### config.mk
export PLATFORM = sky130hd
export DESIGN_NAME = osc_source_select
export DESIGN_NICKNAME = d
export VERILOG_FILES = /design/src/rtl/osc_sel_pkg.sv /design/src/rtl/osc_warmup.sv /design/src/rtl/osc_switch_delay.sv /design/src/rtl/osc_source_select.sv
export SDC_FILE = /design/constraint.sdc
export NUM_CORES = 1
export LEC_CHECK = 0
export BUFFER_PORTS_ARGS = -buffer_cell sky130_fd_sc_hd__buf_2
export CELL_PAD_IN_SITES_DETAIL_PLACEMENT = 0
export CELL_PAD_IN_SITES_GLOBAL_PLACEMENT = 1
export CORE_MARGIN = 1.5
export CORE_UTILIZATION = 41
export DETAILED_ROUTE_END_ITERATION = 12
export PLACE_DENSITY_LB_ADDON = 0.1
export SKIP_LAST_GASP = 1
export SLEW_MARGIN = 30
export SYNTH_ARGS = -nofsm -noshare
export SYNTH_HDL_FRONTEND = slang
export SYNTH_HIERARCHICAL = 1
export SYNTH_SLANG_ARGS = --single-unit
### constraint.sdc
create_clock -name clk -period 4.25 [get_ports clk]
set_input_delay 0.2125 -clock clk [delete_from_list [all_inputs] [get_ports clk]]
set_output_delay 0.2125 -clock clk [all_outputs]
set_load 0.03 [all_outputs]
### src/rtl/osc_sel_pkg.sv
package osc_sel_pkg;

    typedef enum logic {
        SRC_RC   = 1'b0,
        SRC_XTAL = 1'b1
    } src_e;

    typedef struct packed {
        logic we;
        logic sel;
        logic amp_off;
    } cfg_wr_t;

    typedef struct packed {
        src_e sel;
        logic amp_off;
    } ctrl_t;

    // Amplifier may go off only with RC running, nothing pending, and no crystal request now
    function automatic logic amp_off_allowed(src_e cur, src_e sel_now, logic sel_wr);
        return (cur == SRC_RC) && (sel_now == SRC_RC) && !sel_wr;
    endfunction

    function automatic logic pick_tick(src_e cur, logic xt, logic amp_on, logic rc);
        return (cur == SRC_XTAL) ? (xt & amp_on) : rc;
    endfunction

endpackage

### src/rtl/osc_warmup.sv
module osc_warmup #(
    parameter int WARM_W = 8
) (
    input  logic              clk,
    input  logic              rst,
    input  logic              restart,
    input  logic              amp_on,
    input  logic              xtal_tick,
    input  logic [WARM_W-1:0] limit,
    output logic              ready
);
    logic [WARM_W-1:0] cnt_q;
    logic [WARM_W:0]   cnt_nxt;
    logic              reached;

    assign cnt_nxt = {1'b0, cnt_q} + (WARM_W+1)'(1);
    assign reached = cnt_nxt >= {1'b0, limit};

    always_ff @(posedge clk) begin
        if (rst || restart) begin
            cnt_q <= '0;
            ready <= 1'b0;
        end else if (amp_on && xtal_tick && !ready) begin
            if (reached) ready <= 1'b1;
            else         cnt_q <= cnt_nxt[WARM_W-1:0];
        end
    end

    AST_READY_LOW_AMP_OFF: assert property (@(posedge clk) disable iff (rst)
        !amp_on |-> !ready);
    AST_READY_NEEDS_TICK: assert property (@(posedge clk) disable iff (rst)
        $rose(ready) |-> $past(xtal_tick && amp_on));

endmodule

### src/rtl/osc_switch_delay.sv
module osc_switch_delay
    import osc_sel_pkg::*;
#(
    parameter int INSTR_TICKS = 4
) (
    input  logic clk,
    input  logic rst,
    input  src_e sel,
    input  logic tick,
    output src_e cur
);
    localparam int CNT_W = $clog2(INSTR_TICKS + 1);
    localparam logic [CNT_W-1:0] LAST = CNT_W'(INSTR_TICKS - 1);

    logic [CNT_W-1:0] cnt_q;
    logic             pending;

    assign pending = (sel != cur);

    always_ff @(posedge clk) begin
        if (rst) begin
            cur   <= SRC_RC;
            cnt_q <= '0;
        end else if (!pending) begin
            cnt_q <= '0;
        end else if (tick) begin
            if (cnt_q == LAST) begin
                cur   <= sel;
                cnt_q <= '0;
            end else begin
                cnt_q <= cnt_q + CNT_W'(1);
            end
        end
    end

    AST_SRC_MOVES_ON_TICK: assert property (@(posedge clk) disable iff (rst)
        (cur != $past(cur)) |-> $past(tick && pending));
    AST_PEND_BOUND: assert property (@(posedge clk) disable iff (rst)
        cnt_q < CNT_W'(INSTR_TICKS));
    AST_IDLE_CLEARS_COUNT: assert property (@(posedge clk) disable iff (rst)
        !pending |=> (cnt_q == '0));

endmodule

### src/rtl/osc_source_select.sv
module osc_source_select
    import osc_sel_pkg::*;
#(
    parameter int WARM_W      = 8,
    parameter int INSTR_TICKS = 4
) (
    input  logic              clk,
    input  logic              rst,
    input  logic              cfg_we,
    input  logic              cfg_sel,
    input  logic              cfg_amp_off,
    input  logic              xtal_tick,
    input  logic              rc_tick,
    input  logic [WARM_W-1:0] warm_limit,
    output logic              clk_en,
    output logic              amp_en,
    output logic              sel_rd,
    output logic              amp_off_rd,
    output logic              src_xtal,
    output logic              xtal_ready
);
    cfg_wr_t wr;
    ctrl_t   ctrl_q;
    src_e    cur;
    logic    amp_set_ok;
    logic    sel_is_xtal;

    assign wr = '{we: cfg_we, sel: cfg_sel, amp_off: cfg_amp_off};

    assign amp_set_ok = wr.we && wr.amp_off && !ctrl_q.amp_off
                        && amp_off_allowed(cur, ctrl_q.sel, wr.sel);

    always_ff @(posedge clk) begin
        if (rst) begin
            ctrl_q.sel     <= SRC_RC;
            ctrl_q.amp_off <= 1'b0;
        end else if (wr.we) begin
            ctrl_q.sel     <= (wr.sel && xtal_ready) ? SRC_XTAL : SRC_RC;
            ctrl_q.amp_off <= wr.amp_off ? (ctrl_q.amp_off | amp_set_ok) : 1'b0;
        end
    end

    osc_warmup #(.WARM_W(WARM_W)) i_warmup (
        .clk       (clk),
        .rst       (rst),
        .restart   (amp_set_ok),
        .amp_on    (amp_en),
        .xtal_tick (xtal_tick),
        .limit     (warm_limit),
        .ready     (xtal_ready)
    );

    osc_switch_delay #(.INSTR_TICKS(INSTR_TICKS)) i_switch (
        .clk  (clk),
        .rst  (rst),
        .sel  (ctrl_q.sel),
        .tick (clk_en),
        .cur  (cur)
    );

    assign amp_en      = !ctrl_q.amp_off;
    assign clk_en      = pick_tick(cur, xtal_tick, amp_en, rc_tick);
    assign sel_rd      = (ctrl_q.sel == SRC_XTAL);
    assign amp_off_rd  = ctrl_q.amp_off;
    assign src_xtal    = (cur == SRC_XTAL);
    assign sel_is_xtal = sel_rd;

    AST_SEL_NEEDS_READY: assert property (@(posedge clk) disable iff (rst)
        $rose(sel_is_xtal) |-> $past(xtal_ready));
    AST_AMP_OFF_ON_RC: assert property (@(posedge clk) disable iff (rst)
        amp_off_rd |-> !src_xtal);
    AST_AMP_OFF_NOT_READY: assert property (@(posedge clk) disable iff (rst)
        amp_off_rd |-> !xtal_ready);

endmodule

# --- After elaboration in Yosys (flattened, before gate mapping) ---
# Index checks and enable logic that the tools add are counted.
word_totals:
  regBits: 15
  out_inout_bits: 6
  elab_cells: 37
classes:
  n_reduce_logical: 16
  addsub: 2
  eq_ne: 2
  magnitude_cmp: 1
  n_bitwise: 6
  mux: 4
ops:
  columns: ["cell", "n"]
  rows:
  - ["$add 8x1->9 const B", 1]
  - ["$ge 9x8->1", 1]
  - ["$logic_and 1x1->1", 8]
  - ["$not 1->1", 4]
  - ["$reduce_and 2->1", 2]
  - ["$add 3x1->3 const B", 1]
  - ["$eq 3x2->1 const B", 1]
  - ["$logic_not 1->1", 3]
  - ["$mux 1", 3]
  - ["$mux 3", 1]
  - ["$reduce_and 3->1", 1]
  - ["$reduce_or 2->1", 1]
  - ["$and 1x1->1", 1]
  - ["$logic_or 1x1->1", 1]
  - ["$ne 1x1->1", 1]
  - ["$or 1x1->1", 1]

# --- Logic depth before layout (Yosys ltp) ---
logic_depth:
  word_depth: 6
  mapped_depth: 11
  ltp_nobuf: 10

# --- Cells and area by module ---
# Netlist, hierarchy kept.
by_module_without_submodules:
  columns: ["module", "area_per_inst_um2", "instances", "seq_area_each_um2", "cells_each"]
  rows:
  - ["osc_warmup", 737.0, 1, 180.2, 88]
  - ["osc_switch_delay", 180.2, 1, 80.1, 19]
  - ["osc_source_select", 112.6, 1, 40.0, 12]

# --- Worst setup path before layout ---
# No wires, ideal clock.
synth_path:
  path_kind: "register to register"
  start: "register i_warmup.cnt_q[2]"
  end: "register i_warmup.cnt_q[6]"
  required_ns: 4.180
  path_buffers: 2
  path_slack_ns: 1.644
  period_less_slack_ns: 2.606
  setup_ns: 0.070
  t_arrival_ns: 2.536
  stages_incl_launch_ff: 12
  cell_sequence: "dfxtp_1 > nand3_1 > or2_0 > buf_2 > xnor2_1 > ha_1 > o21a_1 > o21ai_0 > o211ai_2 > buf_6 > or4_1 > a21oi_1"
synth_via:
  elab_chain_len: 4
synth_rtl:
  columns: ["element", "line", "text"]
  rows:
  - ["start: declaration", "osc_warmup.sv:12", "logic [WARM_W-1:0] cnt_q;"]
  - ["start signal: assignment", "osc_warmup.sv:25", "else cnt_q <= cnt_nxt[WARM_W-1:0];"]
  - ["$add 8x1->9", "osc_warmup.sv:16", "assign cnt_nxt = {1'b0, cnt_q} + (WARM_W+1)'(1);"]
  - ["via i_warmup.cnt_nxt[5]", "osc_warmup.sv:13", "logic [WARM_W:0] cnt_nxt;"]
  - ["$ge 9x8->1", "osc_warmup.sv:17", "assign reached = cnt_nxt >= {1'b0, limit};"]
  - ["$not 1->1 (no line)", null, null]
  - ["$reduce_and 2->1 (no line)", null, null]
# The timed path passes the listed nets, and every way through them passes these cells.
# A chain may end at the register's enable or synchronous reset.

# --- Final worst setup path ---
# Ends and elaborated chain as after synthesis.

==> impl_metrics.json <==
{
  "crit_path_top_delay_cell": "or4_1",
  "cp_top_family": "simple AND/OR/NAND/NOR gates",
  "tightest_slew_ns": 0.521,
  "cts-root-buf": "clkbuf_4",
  "post_cts_buffers": 0,
  "post-place-cells": 163,
  "utilization_pct": 50.8,
  "status": "complete, no violations",
  "path_clk_slew_ns": 0.08,
  "syn-instance-count": 119,
  "die_x_um": 53.1,
  "clock_sinks": 15,
  "crit_path_max_fanout": 14,
  "timing.clock.skew_ns": 0.00489,
  "cts_made_buffers": 3,
  "cts_htree_levels": 1,
  "diodes": 0,
  "drv_cap": 0,
  "cp.required_ns": 4.46,
  "dp_hpwl_um": 1690,
  "synth_top_family_by_area": "compound AO/OA/AOI/OAI gates",
  "rsz0062_at_grt": "false",
  "grt_pass1_wl_um": 3520,
  "cpPeakStageDelay_ns": 0.46,
  "antenna_found_initial": 0,
  "ys_warn_count": 6,
  "ys_ff_latch": 15,
  "fin_cells": 167,
  "drtIter0Drc": 14,
  "grt_pass1_vias": 840,
  "ir_worst_vdd_mv": 0.309,
  "syn_to_final_growth_pct": 13.4,
  "gr-total-overflow": 0,
  "final_cell_mix": "buf_2, dfxtp_1, a21oi_1",
  "rows": 17,
  "coreArea_um2": 2300,
  "cts_hold_buf": 0,
  "layout_commonest_cell": "buf_2",
  "gp_congestion": 0.770,
  "dieArea_um2": 2820,
  "cts_tree": "done",
  "post-route-period-util_pct": 67.8,
  "grtUsageTotal_pct": 17.4,
  "drt-total-wl_um": 2110,
  "syn_area_per_cell_um2": 8.65,
  "crit_type": "flop to flop",
  "clock_path_buffers": 2,
  "die-height_um": 53.1,
  "p_leak_nw": 0.514,
  "worstSkewPairLatency_ns": 0.28,
  "vias": 919,
  "worst_slew_margin_rel_pct": 65.2,
  "drtAntennaViolNets": 0,
  "power_density_nw_per_um2": 226,
  "fill_cells": 250,
  "worst-r2r-cell-count": 9,
  "synthXorXnorAreaFrac_pct": 5.95,
  "setup_viol": 0,
  "synth_area_um2": 1030,
  "clock.fmax_mhz": 347,
  "worstPathCellList": "nand3_1 -> or2_0 -> xnor2_1 -> ha_1 -> o21a_1 -> o21ai_0 -> o211ai_2 -> or4_1 -> a21oi_1",
  "hold_viol_final": 0,
  "setup_tns_ns": 0,
  "postCtsResizedCells": 0,
  "hp-class": "input port to flop",
  "grt_max_degree": 16,
  "worstHoldStart": "cfg_we",
  "drc_errors": 0,
  "drv_slew": 0,
  "synth_mux_area_share_pct": 0.972,
  "seq_area_frac_synth_pct": 29.2,
  "synth-simple-area-share_pct": 19.8,
  "first_pass_iters": 4,
  "drive_gt1_share_pct": 21.6,
  "layout.nets": 165,
  "ff2ff_setup_slack_ns": 1.37,
  "synth_adder_area_share_pct": 12.2,
  "synth_cell_type_count": 39,
  "wl_per_cell_um": 12.6,
  "synth_compound_area_share_pct": 25.6,
  "finalCriticalPeriod_ns": 2.88,
  "timing.rr.start": "i_warmup/cnt_q[2]",
  "hold_end": "amp_off_rd",
  "via_per_inst": 5.50,
  "crit_path_end_kind": "flop",
  "reg2reg_to": "i_warmup/cnt_q[6]",
  "arrival_ns": 3.09,
  "critPathBufInv": 0,
  "holdPathStages": 2,
  "io_buffers": 20,
  "io_pins": 21,
  "syn-num-nets": 144,
  "initial_utilization_pct": 44.8,
  "critPathLaunchType": "flop"
}
[report_power, final]
part | switching (mW) | total, mW | internal [mW]
clock network | 0.0418 | 0.0782 | 0.0364
logic | 0.0235 | 0.0408 | 0.0173
registers | 0.00185 | 0.144 | 0.143
total | 0.0671 | 0.263 | 0.196
[per-stage QoR]
stage	setup slack (ns)	instance area [µm²]	power, mW	hold WS [ns]
2_1_floorplan	1.64	1030	0.176	0.279
3_3_place_gp	1.43	1140	0.188	0.438
3_5_place_dp	1.38	1140	0.188	0.437
4_1_cts	1.36	1170	0.269	0.136
5_1_grt	1.05	1170	0.282	0.153
6_report	1.37	1170	0.263	0.147
[cell usage after synthesis, drive strengths merged]
cell type,n,area [µm²]
or2,2,12.5
a211o,1,8.76
xor2,3,26.3
o21bai,1,7.51
nand3,4,20.0
a221oi,1,15.0
nor2,5,18.8
o41ai,1,8.76
nand4b,2,17.5
nand2b,4,25.0
nor3,1,5.00
nor2b,1,6.26
xnor2,4,35.0
mux2i,1,10.0
o2111ai,1,8.76
o31ai,5,37.5
o211ai,1,12.5
nand3b,1,7.51
a21oi,14,73.8
buf,3,20.0
o21ai,6,30.0
inv,11,41.3
clkbuf,1,3.75
o2111a,1,11.3
nand2,6,22.5
o21a,2,15.0
ha,10,125
or4b,1,13.8
and4,1,11.3
dfxtp,15,300
or3,1,6.26
o211a,1,10.0
a31o,1,8.76
or4,5,37.5
a41oi,1,16.3
[cell type report]
| class | instances | area (µm²) | share of cell area [%] |
|---|---|---|---|
| clock buffer | 4 | 26.3 | 2.25 |
| inverter | 11 | 41.3 | 3.54 |
| multi-input combinational | 89 | 664 | 56.9 |
| sequential | 15 | 300 | 25.7 |
| tap | 28 | 35.0 | 3.00 |
| timing repair buffer | 20 | 100 | 8.57 |
[how the worst max path moves through the flow]
stage,cells after the start,from,endpoint,slack [ns]
floorplan,11,i_warmup/cnt_q[2],i_warmup/cnt_q[6],1.64
global placement,9,i_warmup/cnt_q[2],i_warmup/cnt_q[6],1.43
detailed placement,9,i_warmup/cnt_q[2],i_warmup/cnt_q[6],1.38
CTS,9,i_warmup/cnt_q[2],i_warmup/cnt_q[6],1.36
global route,9,i_warmup/cnt_q[2],i_warmup/cnt_q[3],1.05
finish,9,i_warmup/cnt_q[2],i_warmup/cnt_q[6],1.37
[cells by family after synthesis]
logic type,after synthesis
AO/OA/AOI/OAI,37
XOR/XNOR,7
adder cells (fa/ha/maj),10
buffers and inverters,15
flip-flops,15
multiplexers,1
AND/OR/NAND/NOR,34
[per-layer routing]
metal / share of wire [%] / vias to the layer above / wire [µm] / GRT usage (%)
li1: - / 479 / - / -
met1: 49 / 425 / 1040 / 19.8
met2: 47 / 13 / 984 / 31.0
met3: 3.5 / 2 / 74 / 5.93
met4: 0.43 / 0 / 9 / 3.85
met5: 0 / - / 0 / 0
[state kept, by name, summed over array words and instances, names as in the netlist]
signal          count
i_switch/cur        1
amp_off_rd          1
sel_rd              1
i_warmup/ready      1
i_switch/cnt_q      3
i_warmup/cnt_q      8
[worst register-to-register path: cells and delay by family, from the launching register on]
family / cells / cell delay, ns
DFF: 1 / 0.42
and+or+nand+nor: 3 / 1.01
adders and majority gates: 1 / 0.27
AOI/OAI and AO/OA: 4 / 0.94
xor gates and xnor gates: 1 / 0.17
Power figures use the tool's default switching activity.
